File: src/rtl/sarseq_pkg.sv
package sarseq_pkg;

    localparam int DEF_RES_BITS = 12;
    localparam int DEF_NUM_CH   = 2;

    typedef enum logic [1:0] {
        ST_PWRDN = 2'b00,
        ST_ACQ   = 2'b01,
        ST_CONV  = 2'b10
    } seq_state_e;

    typedef struct packed {
        logic start;   // enter conversion, load first trial
        logic step;    // resolve one bit on this serial edge
        logic finish;  // final serial edge, back to tracking
        logic clear;   // force serial output low
    } sar_ctl_t;

    typedef struct packed {
        logic bip;
        logic chan;
    } conv_cfg_t;

    // Serial bit as transmitted: MSB is inverted in bipolar coding.
    function automatic logic coded_bit(input logic decided, input logic bip,
                                       input logic first);
        return decided ^ (bip & first);
    endfunction

endpackage

File: src/rtl/sarseq_edge.sv
module sarseq_edge #(
    parameter int N = 2
) (
    input  logic         clk,
    input  logic         rst,
    input  logic [N-1:0] sig,
    output logic [N-1:0] rise,
    output logic [N-1:0] fall
);
    logic [N-1:0] sig_q;

    for (genvar i = 0; i < N; i++) begin : g_bit
        always_ff @(posedge clk) begin
            if (rst) sig_q[i] <= 1'b0;
            else     sig_q[i] <= sig[i];
        end
        assign rise[i] = sig[i] & ~sig_q[i];
        assign fall[i] = ~sig[i] & sig_q[i];
    end
endmodule

File: src/rtl/sarseq_fsm.sv
module sarseq_fsm
    import sarseq_pkg::*;
#(
    parameter int RES_BITS = DEF_RES_BITS,
    parameter int CNT_W    = $clog2(RES_BITS + 1)
) (
    input  logic             clk,
    input  logic             rst,
    input  logic             shdn,
    input  logic             cnvst_rise,
    input  logic             cnvst_fall,
    input  logic             sclk_fall,
    output seq_state_e       state,
    output logic [CNT_W-1:0] cnt,
    output sar_ctl_t         ctl
);
    localparam logic [CNT_W-1:0] LAST_CNT = CNT_W'(RES_BITS);

    logic conv_edge;
    logic abort;

    assign abort     = (state == ST_CONV) && cnvst_rise && !shdn;
    assign conv_edge = (state == ST_CONV) && sclk_fall && !cnvst_rise && !shdn;

    always_comb begin
        ctl        = '0;
        ctl.start  = (state == ST_ACQ) && cnvst_fall && !shdn;
        ctl.step   = conv_edge && (cnt < LAST_CNT);
        ctl.finish = conv_edge && (cnt == LAST_CNT);
        ctl.clear  = shdn || abort || ctl.finish || ctl.start;
    end

    always_ff @(posedge clk) begin
        if (rst || shdn) begin
            state <= ST_PWRDN;
            cnt   <= '0;
        end else begin
            unique case (state)
                ST_PWRDN: if (cnvst_rise) state <= ST_ACQ;
                ST_ACQ: if (cnvst_fall) begin
                    state <= ST_CONV;
                    cnt   <= '0;
                end
                ST_CONV: begin
                    if (cnvst_rise) begin
                        state <= ST_ACQ;
                    end else if (sclk_fall) begin
                        if (cnt == LAST_CNT) state <= ST_ACQ;
                        else                 cnt   <= cnt + 1'b1;
                    end
                end
                default: state <= ST_PWRDN;
            endcase
        end
    end

    AST_CNT_RANGE: assert property (@(posedge clk) disable iff (rst)
        cnt <= LAST_CNT);
    AST_SHDN_PWRDN: assert property (@(posedge clk) disable iff (rst)
        shdn |=> state == ST_PWRDN);
    AST_WAKE_ACQ: assert property (@(posedge clk) disable iff (rst)
        (state == ST_PWRDN && cnvst_rise && !shdn) |=> state == ST_ACQ);
    AST_FINISH_ACQ: assert property (@(posedge clk) disable iff (rst)
        (ctl.finish && !shdn) |=> state == ST_ACQ);
    AST_ABORT_ACQ: assert property (@(posedge clk) disable iff (rst)
        abort |=> state == ST_ACQ);
endmodule

File: src/rtl/sarseq_sar.sv
module sarseq_sar
    import sarseq_pkg::*;
#(
    parameter int RES_BITS = DEF_RES_BITS,
    parameter int CNT_W    = $clog2(RES_BITS + 1)
) (
    input  logic                clk,
    input  logic                rst,
    input  sar_ctl_t            ctl,
    input  logic [CNT_W-1:0]    cnt,
    input  logic                cmp_hi,
    output logic [RES_BITS-1:0] word
);
    localparam logic [RES_BITS-1:0] FIRST_TRIAL = {1'b1, {(RES_BITS-1){1'b0}}};

    logic [CNT_W-1:0] idx;
    assign idx = CNT_W'(RES_BITS - 1) - cnt;

    always_ff @(posedge clk) begin
        if (rst) begin
            word <= '0;
        end else if (ctl.start) begin
            word <= FIRST_TRIAL;
        end else if (ctl.step) begin
            for (int i = 0; i < RES_BITS; i++) begin
                if (int'(idx) == i)          word[i] <= cmp_hi;
                else if (int'(idx) == i + 1) word[i] <= 1'b1;
            end
        end
    end

    AST_SAR_LOAD: assert property (@(posedge clk) disable iff (rst)
        ctl.start |=> word == FIRST_TRIAL);
    AST_SAR_DECIDE: assert property (@(posedge clk) disable iff (rst)
        ctl.step |=> word[$past(idx)] == $past(cmp_hi));
endmodule

File: src/rtl/sarseq_shift.sv
module sarseq_shift
    import sarseq_pkg::*;
(
    input  logic     clk,
    input  logic     rst,
    input  sar_ctl_t ctl,
    input  logic     first,
    input  logic     bip,
    input  logic     cmp_hi,
    output logic     dout
);
    always_ff @(posedge clk) begin
        if (rst || ctl.clear)  dout <= 1'b0;
        else if (ctl.step)     dout <= coded_bit(cmp_hi, bip, first);
    end

    AST_DOUT_CLEAR: assert property (@(posedge clk) disable iff (rst)
        ctl.clear |=> !dout);
    AST_DOUT_HOLD: assert property (@(posedge clk) disable iff (rst)
        (!ctl.clear && !ctl.step) |=> $stable(dout));
endmodule

File: src/rtl/sar_conv_sequencer.sv
module sar_conv_sequencer
    import sarseq_pkg::*;
#(
    parameter int RES_BITS = DEF_RES_BITS,
    localparam int CNT_W   = $clog2(RES_BITS + 1)
) (
    input  logic                clk,
    input  logic                rst,
    input  logic                sclk,
    input  logic                cnvst,
    input  logic                shdn,
    input  logic                chan_sel,
    input  logic                bip_mode,
    input  logic                cmp_hi,
    output logic                analog_on,
    output logic                th_track,
    output logic                sel_chan,
    output logic                sel_bip,
    output logic [RES_BITS-1:0] dac_word,
    output logic                dout
);
    logic [1:0]       rise, fall;
    seq_state_e       state;
    logic [CNT_W-1:0] cnt;
    sar_ctl_t         ctl;
    conv_cfg_t        cfg;

    // bit 1 = cnvst, bit 0 = sclk
    sarseq_edge #(.N(2)) u_edge (
        .clk(clk), .rst(rst), .sig({cnvst, sclk}), .rise(rise), .fall(fall)
    );

    sarseq_fsm #(.RES_BITS(RES_BITS), .CNT_W(CNT_W)) u_fsm (
        .clk(clk), .rst(rst), .shdn(shdn),
        .cnvst_rise(rise[1]), .cnvst_fall(fall[1]), .sclk_fall(fall[0]),
        .state(state), .cnt(cnt), .ctl(ctl)
    );

    sarseq_sar #(.RES_BITS(RES_BITS), .CNT_W(CNT_W)) u_sar (
        .clk(clk), .rst(rst), .ctl(ctl), .cnt(cnt), .cmp_hi(cmp_hi),
        .word(dac_word)
    );

    sarseq_shift u_shift (
        .clk(clk), .rst(rst), .ctl(ctl), .first(cnt == '0),
        .bip(cfg.bip), .cmp_hi(cmp_hi), .dout(dout)
    );

    always_ff @(posedge clk) begin
        if (rst)            cfg <= '0;
        else if (ctl.start) cfg <= '{bip: bip_mode, chan: chan_sel};
    end

    assign analog_on = (state != ST_PWRDN);
    assign th_track  = (state == ST_ACQ);
    assign sel_chan  = cfg.chan;
    assign sel_bip   = cfg.bip;

    AST_DOUT_IDLE: assert property (@(posedge clk) disable iff (rst)
        (state != ST_CONV) |-> !dout);
    AST_CFG_STABLE: assert property (@(posedge clk) disable iff (rst)
        (state == ST_CONV && $past(state == ST_CONV)) |-> $stable(cfg));
    AST_HOLD_ON_FALL: assert property (@(posedge clk) disable iff (rst)
        (th_track && fall[1] && !shdn) |=> !th_track);
    AST_PWRDN_QUIET: assert property (@(posedge clk) disable iff (rst)
        !analog_on |-> (!th_track && !dout));
endmodule

File: config.mk
export PLATFORM = sky130hd
export DESIGN_NAME = sar_conv_sequencer
export DESIGN_NICKNAME = d
export VERILOG_FILES = /design/src/rtl/sarseq_pkg.sv /design/src/rtl/sarseq_edge.sv /design/src/rtl/sarseq_fsm.sv /design/src/rtl/sarseq_sar.sv /design/src/rtl/sarseq_shift.sv /design/src/rtl/sar_conv_sequencer.sv
export SDC_FILE = /design/constraint.sdc
export NUM_CORES = 1
export LEC_CHECK = 0
export BUFFER_PORTS_ARGS = -buffer_cell sky130_fd_sc_hd__buf_2
export CAP_MARGIN = 20
export CORE_ASPECT_RATIO = 0.9
export CORE_UTILIZATION = 40
export CTS_CLUSTER_SIZE = 16
export DETAILED_ROUTE_END_ITERATION = 8
export SLEW_MARGIN = 30
export SYNTH_ARGS = -nofsm -noshare
export SYNTH_HDL_FRONTEND = slang
export SYNTH_HIERARCHICAL = 1
export SYNTH_SLANG_ARGS = --single-unit
File: constraint.sdc
create_clock -name clk -period 6.14 [get_ports clk]
set_input_delay 0.307 -clock clk [delete_from_list [all_inputs] [get_ports clk]]
set_output_delay 0.307 -clock clk [all_outputs]
set_load 0.01 [all_outputs]
# Word level (Yosys, flattened, before mapping)
# Index checks and enable logic that the tools add are counted.
# totals
out_inout_bits	17
elab_cells	138
inputBits	8
regBits	23
# classes
add_sub_neg	2
reduce_logical	49
n_bitwise	8
n_eq_ne	22
magnitude_cmp	1
n_mux	37
# op_table
cell	count
$eq 4x4->1 const B	9
$reduce_bool 2->1	14
$mux 1	24
$mux 12	2
$reduce_and 2->1	12
$mux 4	4
$eq 4x3->1 const B	3
$mux 2	5
$logic_and 1x1->1	9
$logic_not 4->1	2
$pmux 4 s2	1
$ne 2x1->1 const B	3
$pmux 2 s3	1
$logic_or 1x1->1	5
$reduce_and 5->1	1
$add 4x1->4 const B	1
$and 1x1->1	4
$eq 4x2->1 const B	1
$lt 4x4->1 const B	1
$ne 2x2->1 const B	2
$reduce_and 4->1	1
$sub 4x4->4 const A	1
$ne 3x1->1 const B	1
$ne 3x2->1 const B	1
8 further kinds	11

# Depth between registers and ports, before layout
# depth
word_depth	9
depth_mapped	7
depth_no_buf	7

# Cells and area by module
# Netlist, hierarchy kept.
# by_module_without_submodules
module	instances	area_per_inst_um2	cells_each	seq_area_each_um2
sarseq_sar	1	710.7	76	240.2
sarseq_fsm	1	390.4	44	120.1
sar_conv_sequencer	1	86.3	9	40.0
sarseq_edge	1	77.6	8	40.0
sarseq_shift	1	62.6	6	20.0

# Worst setup path after synthesis
# No wires, ideal clock.
# synth_path
path_kind	register to register
from	reg u_edge.sig_q[0]
to	reg u_sar.word[10]
stages_incl_launch_ff	8
synth_period_minus_slack_ps	2136
t_required_ps	6014
arrival_ps	2009
setup_time_ps	126
path_buffers	1
setup_slack_ps	4004
path_cell_list	dfxtp_1 nor2b_1 nand4bb_4 a211oi_1 clkbuf_4 nor4b_2 mux2i_1 nor2_1
# synth_lines
element	line	rtl
start: declaration	sarseq_edge.sv:10	logic [N-1:0] sig_q;
start signal: indexed assignment	sarseq_edge.sv:15	else sig_q[i] <= sig[i];
end: declaration	sarseq_sar.sv:12	output logic [RES_BITS-1:0] word

==> run summary <==
outcome -> finished clean
hold_buf cts -> 0
I/O pins -> 25
die area -> 3520 um2
routed wire length -> 2720 um
crit-path leading delay family -> flip-flops
clk_lat worst skew -> 0.31 ns
CTS Sinks -> 23
TritonCTS clock tree -> done
DRC viols -> 0
Final Critical Period -> 2.24 ns
Reg2Reg Depth -> 7
crit path DAT -> 2.47 ns
Initial Util -> 0.426
Avg Cell Area, Syn -> 9.34 um2
Cells after DPL -> 200
placed cell areas -> 1440 um2
Starting DRT DRC Count -> 38
syn nets -> 151
r2r setup slk -> 3.90 ns
CP Launch Type -> register
Max Slew Vio Count -> 0
Worst Setup Path Type -> register to register
worst setup margin -> 3.90 ns
Final #Nets -> 173
Tcrit/Tclk final -> 0.365
Synth Cell Area -> 1320 um2
Core Box Area -> 3090 um2
initial antenna violation count -> 0
Hold Crit Depth -> 2
Buffers on Ports -> 24
n_diodes -> 0
DRT antenna net count -> 0
Final Cell Area -> 1470 um2
number of global-route vias before repair -> 1061
post-DR wirelength/cell -> 13.3 um
CP bufs+invs -> 1
Worst setup EP type -> register
cts repair resizes -> 0
RePlAce Congestion -> 0.794
vias per inst -> 5.66
final setup fails -> 0
worst slew pin tran -> 0.846 ns
Layout area overhead -> 11.7%
row cnt -> 19
Num CTS Buffers -> 3
TNS Setup -> 0 ns
clk root buf -> clkbuf_4
total global routing overflow -> 0
CP max stage delay -> 0.89 ns
fin cells -> 204
largest net degree at the start of global routing -> 27
slew margin rel. -> 0.435
die height -> 56.4 um
hold crit path type -> primary input to register
share of cells above drive strength 1 -> 0.241
Fin. Hold Viols -> 0
Leakage Power -> 0.527 nW
first-pass GRT wire length -> 4750 um
die width -> 62.5 um
fin util -> 0.476
Max Cap Viol -> 0
fmax -> 0.447 GHz
Reg clk slew, reported paths -> 0.12 ns
Pwr Density -> 159 nW/um2
GRT Overall Usage -> 0.167
CTS max path bufs -> 2
router iterations before antenna repair -> 4
Critical Path RT -> 6.37 ns
Vias -> 1155
Syn. warnings -> 6
Setup Skew -> 0.00227 ns
Setup Fix Bufs, Post-CTS -> 0
VDD IR max -> 109 uV
Stages on worst setup path -> 7
unrepaired setup endpoints after global routing -> no
post-DP HPWL -> 1870 um
Post-Synthesis Cells -> 141
H-tree depth -> 1
critical-path cell list -> inv_1 > ha_1 > a41oi_1 > nand2b_1 > nand3b_1 > or2_1 > a311oi_2
CP max FO -> 26
slowest CP cell -> dfxtp_1
Placement Setup Slack -> 3.93 ns
## state kept, by name, indices dropped and copies added, names as in the netlist
| register | count |
|---|---|
| sel_bip | 1 |
| sel_chan | 1 |
| u_edge/sig_q | 2 |
| u_fsm/cnt | 4 |
| u_fsm/state | 2 |
| u_sar/word | 12 |
| u_shift/dout | 1 |
## path summary, 6_finish.rpt
path	from	end
max reg2reg	u_fsm/cnt[1]$_SDFFE_PP0P_	u_shift/dout$_SDFFE_PP0P_
min	sclk	u_edge/sig_q[0]$_SDFF_PP0_
max	u_fsm/cnt[1]$_SDFFE_PP0P_	u_shift/dout$_SDFFE_PP0P_
min reg2reg	u_sar/word[3]$_SDFFE_PP0P_	u_sar/word[3]$_SDFFE_PP0P_
## layout by cell type (no fill, tap or decap), drive strengths merged, types with 2 or more instances in the layout
cell type / n
buf: 25
dfxtp: 23
nor2: 10
inv: 7
nor2b: 6
nand2b: 6
mux2i: 5
a21oi: 5
nand3: 4
nand3b: 4
a41oi: 4
a31oi: 4
nor3: 4
nor4: 4
clkbuf: 4
a211oi: 4
a311oi: 4
or2: 4
o21ai: 3
and4bb: 3
and2b: 2
o211ai: 2
nand2: 2
ha: 2
nor4b: 2
o221a: 2
## worst reg2reg max path, delay by kind of cell, from the launching register on
family | cells | cell delay [ns]
AND/OR/NAND/NOR | 3 | 0.44
adder cells (fa/ha/maj) | 1 | 0.25
buffers and inverters | 1 | 0.11
flip-flops | 1 | 0.89
AO/OA/AOI/OAI | 2 | 0.47
## area by class of cell
cell class / instances / area, um2
multi-input combinational: 103 / 777
inverter: 7 / 26.3
sequential: 23 / 460
timing repair buffer: 25 / 128
tap: 42 / 52.6
fill: 322 / 1620
clock buffer: 4 / 26.3
## power by group
group | total, mW | leakage, nW | internal [mW] | switching (mW)
sequential | 0.151 | 0.186 | 0.150 | 0.000745
clock | 0.0694 | 0.0150 | 0.0254 | 0.0440
combinational | 0.0136 | 0.326 | 0.00655 | 0.00709
## metrics by stage
stage,total power [mW],hold slack (ns)
floorplan,0.163,0.372
global placement,0.168,0.468
detailed placement,0.168,0.471
CTS,0.238,0.219
global route,0.247,0.218
finish,0.234,0.229
## per-layer routing
layer	global-route usage	vias up	routed length, um
met3	0.0488	2	156
met1	0.218	536	1340
met5	0	-	0
li1	-	585	-
met4	0.0465	0	16
met2	0.269	32	1200
No activity file was read; power rests on OpenSTA's default activity.
